File: src/rtl/xfer_pkg.sv
package xfer_pkg;
  typedef enum logic {
    ST_IDLE  = 1'b0,
    ST_SHIFT = 1'b1
  } xfer_state_e;
endpackage

File: src/rtl/xfer_shreg.sv
module xfer_shreg #(
  parameter int WIDTH = 4
) (
  input  logic             clk_i,
  input  logic             rst_ni,
  input  logic             load_i,
  input  logic [WIDTH-1:0] din_i,
  input  logic             shift_i,
  input  logic             si_i,
  output logic [WIDTH-1:0] q_o,
  output logic             so_o
);
  logic [WIDTH-1:0] q_q;

  always_ff @(posedge clk_i or negedge rst_ni) begin
    if (!rst_ni)      q_q <= '0;
    else if (load_i)  q_q <= din_i;
    else if (shift_i) q_q <= {si_i, q_q[WIDTH-1:1]};
  end

  assign q_o  = q_q;
  assign so_o = q_q[0];


  load_chk: assert property (@(posedge clk_i) disable iff (!rst_ni)
    load_i |=> q_o == $past(din_i));

  shift_chk: assert property (@(posedge clk_i) disable iff (!rst_ni)
    (shift_i && !load_i) |=> q_o == {$past(si_i), $past(q_o[WIDTH-1:1])});

  hold_chk: assert property (@(posedge clk_i) disable iff (!rst_ni)
    (!shift_i && !load_i) |=> $stable(q_o));
endmodule

File: src/rtl/xfer_seq.sv
module xfer_seq
  import xfer_pkg::*;
#(
  parameter int WIDTH = 4
) (
  input  logic clk_i,
  input  logic rst_ni,
  input  logic start_i,
  input  logic load_req_i,
  output logic shift_o,
  output logic done_o
);
  localparam int CNT_W = (WIDTH > 1) ? $clog2(WIDTH) : 1;
  localparam logic [CNT_W-1:0] LAST_CNT = CNT_W'(WIDTH - 1);

  xfer_state_e      state_q;
  logic [CNT_W-1:0] cnt_q;
  logic             done_q;
  logic             accept, last;

  // load wins over start
  assign accept = (state_q == ST_IDLE) && start_i && !load_req_i;
  assign last   = (cnt_q == LAST_CNT);

  always_ff @(posedge clk_i or negedge rst_ni) begin
    if (!rst_ni) begin
      state_q <= ST_IDLE;
      cnt_q   <= '0;
      done_q  <= 1'b0;
    end else begin
      done_q <= 1'b0;
      case (state_q)
        ST_IDLE: begin
          if (accept) begin
            state_q <= ST_SHIFT;
            cnt_q   <= '0;
          end
        end
        ST_SHIFT: begin
          cnt_q <= cnt_q + 1'b1;
          if (last) begin
            state_q <= ST_IDLE;
            done_q  <= 1'b1;
          end
        end
        default: state_q <= ST_IDLE;
      endcase
    end
  end

  assign shift_o = (state_q == ST_SHIFT);
  assign done_o  = done_q;


  start_go_chk: assert property (@(posedge clk_i) disable iff (!rst_ni)
    accept |=> shift_o && cnt_q == '0);

  busy_hold_chk: assert property (@(posedge clk_i) disable iff (!rst_ni)
    (shift_o && !last) |=> shift_o);

  busy_start_chk: assert property (@(posedge clk_i) disable iff (!rst_ni)
    (shift_o && start_i && !last) |=> cnt_q == $past(cnt_q) + 1'b1);

  done_pulse_chk: assert property (@(posedge clk_i) disable iff (!rst_ni)
    done_o |=> !done_o);

  done_src_chk: assert property (@(posedge clk_i) disable iff (!rst_ni)
    $fell(shift_o) |-> done_o);

  load_start_chk: assert property (@(posedge clk_i) disable iff (!rst_ni)
    (!shift_o && load_req_i) |=> !shift_o);
endmodule

File: src/rtl/xfer_circ_top.sv
module xfer_circ_top #(
  parameter int WIDTH = 4
) (
  input  logic             clk_i,
  input  logic             rst_ni,
  input  logic             start_i,
  input  logic             load_a_i,
  input  logic             load_b_i,
  input  logic [WIDTH-1:0] din_a_i,
  input  logic [WIDTH-1:0] din_b_i,
  output logic [WIDTH-1:0] reg_a_o,
  output logic [WIDTH-1:0] reg_b_o,
  output logic             busy_o,
  output logic             done_o
);
  logic shift_en, so_a, so_b;
  logic load_a_en, load_b_en;

  // loads only while idle
  assign load_a_en = load_a_i && !shift_en;
  assign load_b_en = load_b_i && !shift_en;

  xfer_seq #(.WIDTH(WIDTH)) u_seq (
    .clk_i      (clk_i),
    .rst_ni     (rst_ni),
    .start_i    (start_i),
    .load_req_i (load_a_i || load_b_i),
    .shift_o    (shift_en),
    .done_o     (done_o)
  );

  // source recirculates its own serial output
  xfer_shreg #(.WIDTH(WIDTH)) u_src (
    .clk_i   (clk_i),
    .rst_ni  (rst_ni),
    .load_i  (load_a_en),
    .din_i   (din_a_i),
    .shift_i (shift_en),
    .si_i    (so_a),
    .q_o     (reg_a_o),
    .so_o    (so_a)
  );

  xfer_shreg #(.WIDTH(WIDTH)) u_dst (
    .clk_i   (clk_i),
    .rst_ni  (rst_ni),
    .load_i  (load_b_en),
    .din_i   (din_b_i),
    .shift_i (shift_en),
    .si_i    (so_a),
    .q_o     (reg_b_o),
    .so_o    (so_b)
  );

  assign busy_o = shift_en;

  // R5 (four shifts: literal depth matches the default width)
  xfer_copy_chk: assert property (@(posedge clk_i) disable iff (!rst_ni)
    done_o |-> (reg_b_o == reg_a_o) && (reg_a_o == $past(reg_a_o, 4)));

  busy_load_chk: assert property (@(posedge clk_i) disable iff (!rst_ni)
    (busy_o && load_a_i) |=> reg_a_o == {$past(so_a), $past(reg_a_o[WIDTH-1:1])});

  dst_feed_chk: assert property (@(posedge clk_i) disable iff (!rst_ni)
    busy_o |=> reg_b_o[WIDTH-1] == $past(reg_a_o[0]));

  rst_idle_chk: assert property (@(posedge clk_i)
    !rst_ni |-> !busy_o && !done_o && reg_a_o == '0 && reg_b_o == '0);
endmodule

File: config.mk
export PLATFORM = sky130hd
export DESIGN_NAME = xfer_circ_top
export DESIGN_NICKNAME = d
export VERILOG_FILES = /design/src/rtl/xfer_pkg.sv /design/src/rtl/xfer_shreg.sv /design/src/rtl/xfer_seq.sv /design/src/rtl/xfer_circ_top.sv
export SDC_FILE = /design/constraint.sdc
export NUM_CORES = 1
export LEC_CHECK = 0
export BUFFER_PORTS_ARGS = -buffer_cell sky130_fd_sc_hd__buf_2
export CAP_MARGIN = 40
export CORE_AREA = 2 2 42 44
export DETAILED_ROUTE_END_ITERATION = 8
export DIE_AREA = 0 0 44 46
export SETUP_SLACK_MARGIN = 0.4
export SLEW_MARGIN = 20
export SYNTH_ARGS = -nofsm -noshare
export SYNTH_HDL_FRONTEND = slang
export SYNTH_SLANG_ARGS = --single-unit
export TNS_END_PERCENT = 5
File: constraint.sdc
create_clock -name clk_i -period 1.47 [get_ports clk_i]
set_input_delay 0 -clock clk_i [delete_from_list [all_inputs] [get_ports clk_i]]
set_output_delay 0 -clock clk_i [all_outputs]
set_load 0.02 [all_outputs]
Word level (Yosys, flattened, before mapping)
Index checks and enable logic that the tools add are counted.
{"block": "word_totals", "ff_bits": 12, "inputBits": 13, "output_inout_bits": 10, "wordCells": 29}
{"block": "classes", "add_sub_neg": 1, "eq_ne": 2, "mux": 11, "bitwise_logic": 1, "reduce_logical": 9}
{"op": "$mux W4", "n": 4}
{"op": "$logic_and A1 B1 Y1", "n": 4}
{"op": "$mux W1", "n": 4}
{"op": "$pmux W2 S2", "n": 1}
{"op": "$reduce_bool A2 Y1", "n": 2}
{"op": "$add A2 B1 Y2 const B", "n": 1}
{"op": "$eq A2 B2 Y1 const B", "n": 1}
{"op": "$logic_not A1 Y1", "n": 2}
{"op": "$mux W2", "n": 1}
{"op": "$ne A2 B1 Y1 const B", "n": 1}
{"op": "$pmux W1 S2", "n": 1}
{"op": "$logic_or A1 B1 Y1", "n": 1}
{"op": "$not A1 Y1", "n": 1}

Logic depth before layout (Yosys ltp)
{"block": "depth", "depth_word": 5, "ltp_mapped": 4, "ltp_nobuf": 3}

Modules after synthesis
A second synthesis with hierarchy kept.
{"block": "unflattened", "hier_cells": 54, "hier_area_um2": 594.3}
{"module": "xfer_shreg", "n_inst": 2, "cells_per_inst": 18, "area_per_inst_um2": 193.9, "seq_area_each_um2": 100.1}
{"module": "xfer_seq", "n_inst": 1, "cells_per_inst": 15, "area_per_inst_um2": 183.9, "seq_area_each_um2": 100.1}
{"module": "xfer_circ_top", "n_inst": 1, "cells_per_inst": 3, "area_per_inst_um2": 22.5, "seq_area_each_um2": 0.0}

Worst setup path after synthesis
No wires, ideal clock.
{"block": "synth_path", "kind": "reg2reg", "start": "register u_seq.state_q (netlist: u_seq.shift_o)", "end": "register u_dst.q_q[3] (netlist: u_dst.q_o[3])", "setup_time_ns": 0.125, "arrival_time_ns": 0.978, "required_ns": 1.345, "slack_ns": 0.367, "path_stages_with_launch": 3, "n_path_buf": 1, "synth_period_minus_slack_ns": 1.103, "path_cell_list": "dfrtp_1 > buf_2 > mux2_2"}
{"block": "synth_via", "elab_chain_len": 3, "elab_cells_between_ends": 4, "classes_between": "mux (1); reduce/logical (3)"}
{"item": "from (decl)", "line": "xfer_seq.sv:16", "rtl": "xfer_state_e state_q;"}
{"item": "from (signal assigned)", "line": "xfer_seq.sv:27", "rtl": "state_q <= ST_IDLE;"}
{"item": "from (signal assigned)", "line": "xfer_seq.sv:35", "rtl": "state_q <= ST_SHIFT;"}
{"item": "from (signal assigned)", "line": "xfer_seq.sv:42", "rtl": "state_q <= ST_IDLE;"}
{"item": "$logic_not A1 Y1", "line": "xfer_circ_top.sv:21", "rtl": "assign load_b_en = load_b_i && !shift_en;"}
{"item": "$logic_and A1 B1 Y1", "line": "xfer_circ_top.sv:21"}
{"item": "$mux W4 / $reduce_bool A2 Y1 (equally long branches)"}
{"item": "to (signal assigned)", "line": "xfer_shreg.sv:17", "rtl": "else if (load_i) q_q <= din_i;"}
{"item": "to (signal assigned)", "line": "xfer_shreg.sv:18", "rtl": "else if (shift_i) q_q <= {si_i, q_q[WIDTH-1:1]};"}
{"item": "to (decl)", "line": "xfer_shreg.sv:13", "rtl": "logic [WIDTH-1:0] q_q;"}
Several ways; a longest one is shown, not always the timed one.
A chain may end at the register's enable or synchronous reset.

==> results.yml <==
outcome:
  run_status: "finished, final reports clean"
pwr:
  powerDensity_nw_per_um2: 2110
  post-layout-total-power_mw: 1.53
  cellLeakagePower_nw: 0.373
  power.ir.vdd_worst_mv: 0.696
synthesis:
  syn_inst: 51
  synth_area_um2: 587
  syn_avg_cell_area_um2: 11.5
  synth_seq_cells: 12
  synth_seq_area_share_pct: 51.2
  synth.lib_cells_used.distinct: 14
  synth.net_count: 65
  number_of_synthesis_warnings: 0
place:
  weighted_congestion_at_the_end_of_routability_driven_global_placement: 0.663
  placed_cells_incl_taps: 84
  buffer_ports.inserted: 22
  place_worst_setup_slack_ns: 0.436
layout:
  stdcell_count: 90
  post_route_cells_drive_above_1_share_pct: 47.9
  layout.area.seq_um2: 304
  final_common_cell: "buf_2"
  antenna_cell_count: 0
  number_of_filler_cells_placed_in_the_layout: 172
  number_of_nets_in_the_layout: 88
  most_frequent_cells_in_the_layout: "23 x buf_2, 9 x dfrtp_1, 8 x o21ai_0, 7 x nand2_1, 6 x mux2i_1"
  multi_input_area_um2: 235
  layout-area-overhead-vs-synth_pct: 23.7
  layout.core_utilization_pct: 45.0
routing:
  drt_wl_total_um: 1080
  antenna_violating_nets_post_route: 0
  routed_wire_length_per_instance_um: 12.0
  vias: 442
  detailed_route_vias_per_instance: 4.91
  initialDrtViolationCount: 1
  drt_first_pass_iters: 3
  residual_drc_count: 0
critical_path:
  cp-end-kind: "register"
  crit-reg2reg-launch: "u_src.q_o[3]"
  worst-r2r-setup-slack_ns: 0.43
  cp_startpoint_kind: "register"
  cp_max_fo: 3
  critical_path_rt_ns: 1.63
  r2r.worst_path.cells: 2
  critical_path_start_end_classification: "register to register"
  critical_path.reg2reg.endpoint: "u_src.q_o[3]"
  crit_arrival_ns: 1.21
timing:
  timing.final.ws_setup_ns: 0.427
  final-hold-violation-count: 0
  final-max-slew-violation-count: 0
  worst_slew_pin_slew_ns: 0.298
  setup_viol: 0
  fmax_ghz: 0.959
  timing.clock.skew_ns: 0.00189
  clock_period_minus_final_worst_setup_slack_ns: 1.04
  grt_setup_unrepaired: "yes"
  accumulated_negative_setup_slack_ns: 0
  fin_crit_sh_pct: 70.9
  slew_headroom_pct: 80.1
grt:
  vias_in_the_first_global_route: 457
  grt_overflow: 0
  grtUsageTotal_pct: 13.6
  grt_first_pass_wirelength_um: 1900
  initial_antenna_violation_count: 0
  grt_start_max_net_pins: 13
floorplan:
  die_area_um2: 2020
  fp.dieW_um: 44
  std_cell_rows: 15
  top_level_ports: 23
  core_area_um2: 1610
  floorplan.initialDensity_pct: 36.4
  chipHeight_um: 46
clocking:
  max-clock-path-buffers: 2
  ctsResizeCount: 0
  clock-sinks: 12
  tritoncts_clock_tree: "done"
  clock_pin_transition_on_the_worst_setup_and_hold_timing_paths_ns: 0.07
  worst_skew_pair.late_latency_ns: 0.27
  cts_root_buffer: "clkbuf_4"
  cts_inserted_buffers: 3
  h_tree_levels: 1
hold_path:
  worst_hold_path_cell_count: 3
  holdPathEnd: "u_src.q_o[0]"
  min_from: "din_a_i[0]"
  min-delay-path-class: "input pin to register"
flow_run:
  maxCapViolCount: 0
-- state kept, by name, summed over array words and instances, names as in the netlist --
signal / count
u_src.q_o: 4
u_seq.done_o: 1
u_seq.shift_o: 1
u_dst.q_o: 4
u_seq.cnt_q: 2
-- critical path, stage by stage, from the launching register on --
cell	delay (ns)
dfrtp_2	0.42
mux2_4	0.26
mux2_2	0.25
-- cell families after synthesis --
kind of cell	after synthesis	synth area share (%)
buffers and inverters	7	8.74
adder cells (fa/ha/maj)	1	2.13
AO/OA/AOI/OAI	8	6.82
flip-flops	12	51.2
AND/OR/NAND/NOR	12	10.0
multiplexers	11	21.1
-- where the power goes --
group	switching, mW	internal, mW	total [mW]
clock	0.110	0.151	0.260
combinational	0.357	0.280	0.636
sequential	0.138	0.498	0.636
total	0.604	0.928	1.53
-- cells in the mapped netlist --
| library cell | instances | area share [%] |
|---|---|---|
| nand2b_1 | 3 | 3.2 |
| nor3b_1 | 1 | 1.3 |
| mux2_4 | 2 | 5.1 |
| nand2_1 | 7 | 4.5 |
| dfrtp_1 | 12 | 51 |
| buf_2 | 2 | 1.7 |
| ha_1 | 1 | 2.1 |
| buf_4 | 2 | 2.6 |
| inv_1 | 1 | 0.64 |
| mux2i_1 | 6 | 10 |
| mux2_2 | 3 | 5.8 |
| buf_6 | 2 | 3.8 |
| and2_1 | 1 | 1.1 |
| o21ai_0 | 8 | 6.8 |
-- area by class of cell --
| class | count | share of cell area (%) |
|---|---|---|
| multi-input cells | 32 | 32.4 |
| flip-flops and latches | 12 | 41.9 |
| repair buffers | 24 | 17.2 |
| well taps | 17 | 2.93 |
| clock buffers | 4 | 5.00 |
| inverters | 1 | 0.517 |
-- worst max-delay path by stage --
stage | from | endpoint | slack, ns
2_1_floorplan | u_dst.q_o[3] | u_dst.q_o[3] | 0.39
3_3_place_gp | u_dst.q_o[3] | u_dst.q_o[3] | 0.44
3_5_place_dp | u_src.q_o[3] | u_src.q_o[3] | 0.44
4_1_cts | u_dst.q_o[3] | u_dst.q_o[3] | 0.42
5_1_grt | u_dst.q_o[3] | u_dst.q_o[3] | 0.39
6_report | u_src.q_o[3] | u_src.q_o[3] | 0.43
-- routing by layer --
| layer | up-vias | routed length (um) | track usage (%) |
|---|---|---|---|
| met3 | 5 | 79 | 2.38 |
| met1 | 204 | 452 | 14.3 |
| met4 | 0 | 46 | 12.7 |
| li1 | 215 | - | - |
| met2 | 18 | 502 | 22.9 |
| met5 | - | 0 | 0 |
-- per-stage QoR --
| stage | cell area, um^2 | hold WS (ns) |
|---|---|---|
| 2_1_floorplan | 591 | -0.296 |
| 3_3_place_gp | 674 | -0.106 |
| 3_5_place_dp | 674 | -0.108 |
| 4_1_cts | 726 | 0.00783 |
| 5_1_grt | 726 | 0.0163 |
| 6_report | 726 | 0.0175 |
-- timing repair --
action / CTS / global route
endpoints found under the hold margin: 12 / 0
buffers inserted: 1 / 0
gates cloned: 0 / 0
endpoints found under the setup margin: 1 / 2
hold buffers: 1 / 0
No activity file was read; power rests on OpenSTA's default activity.
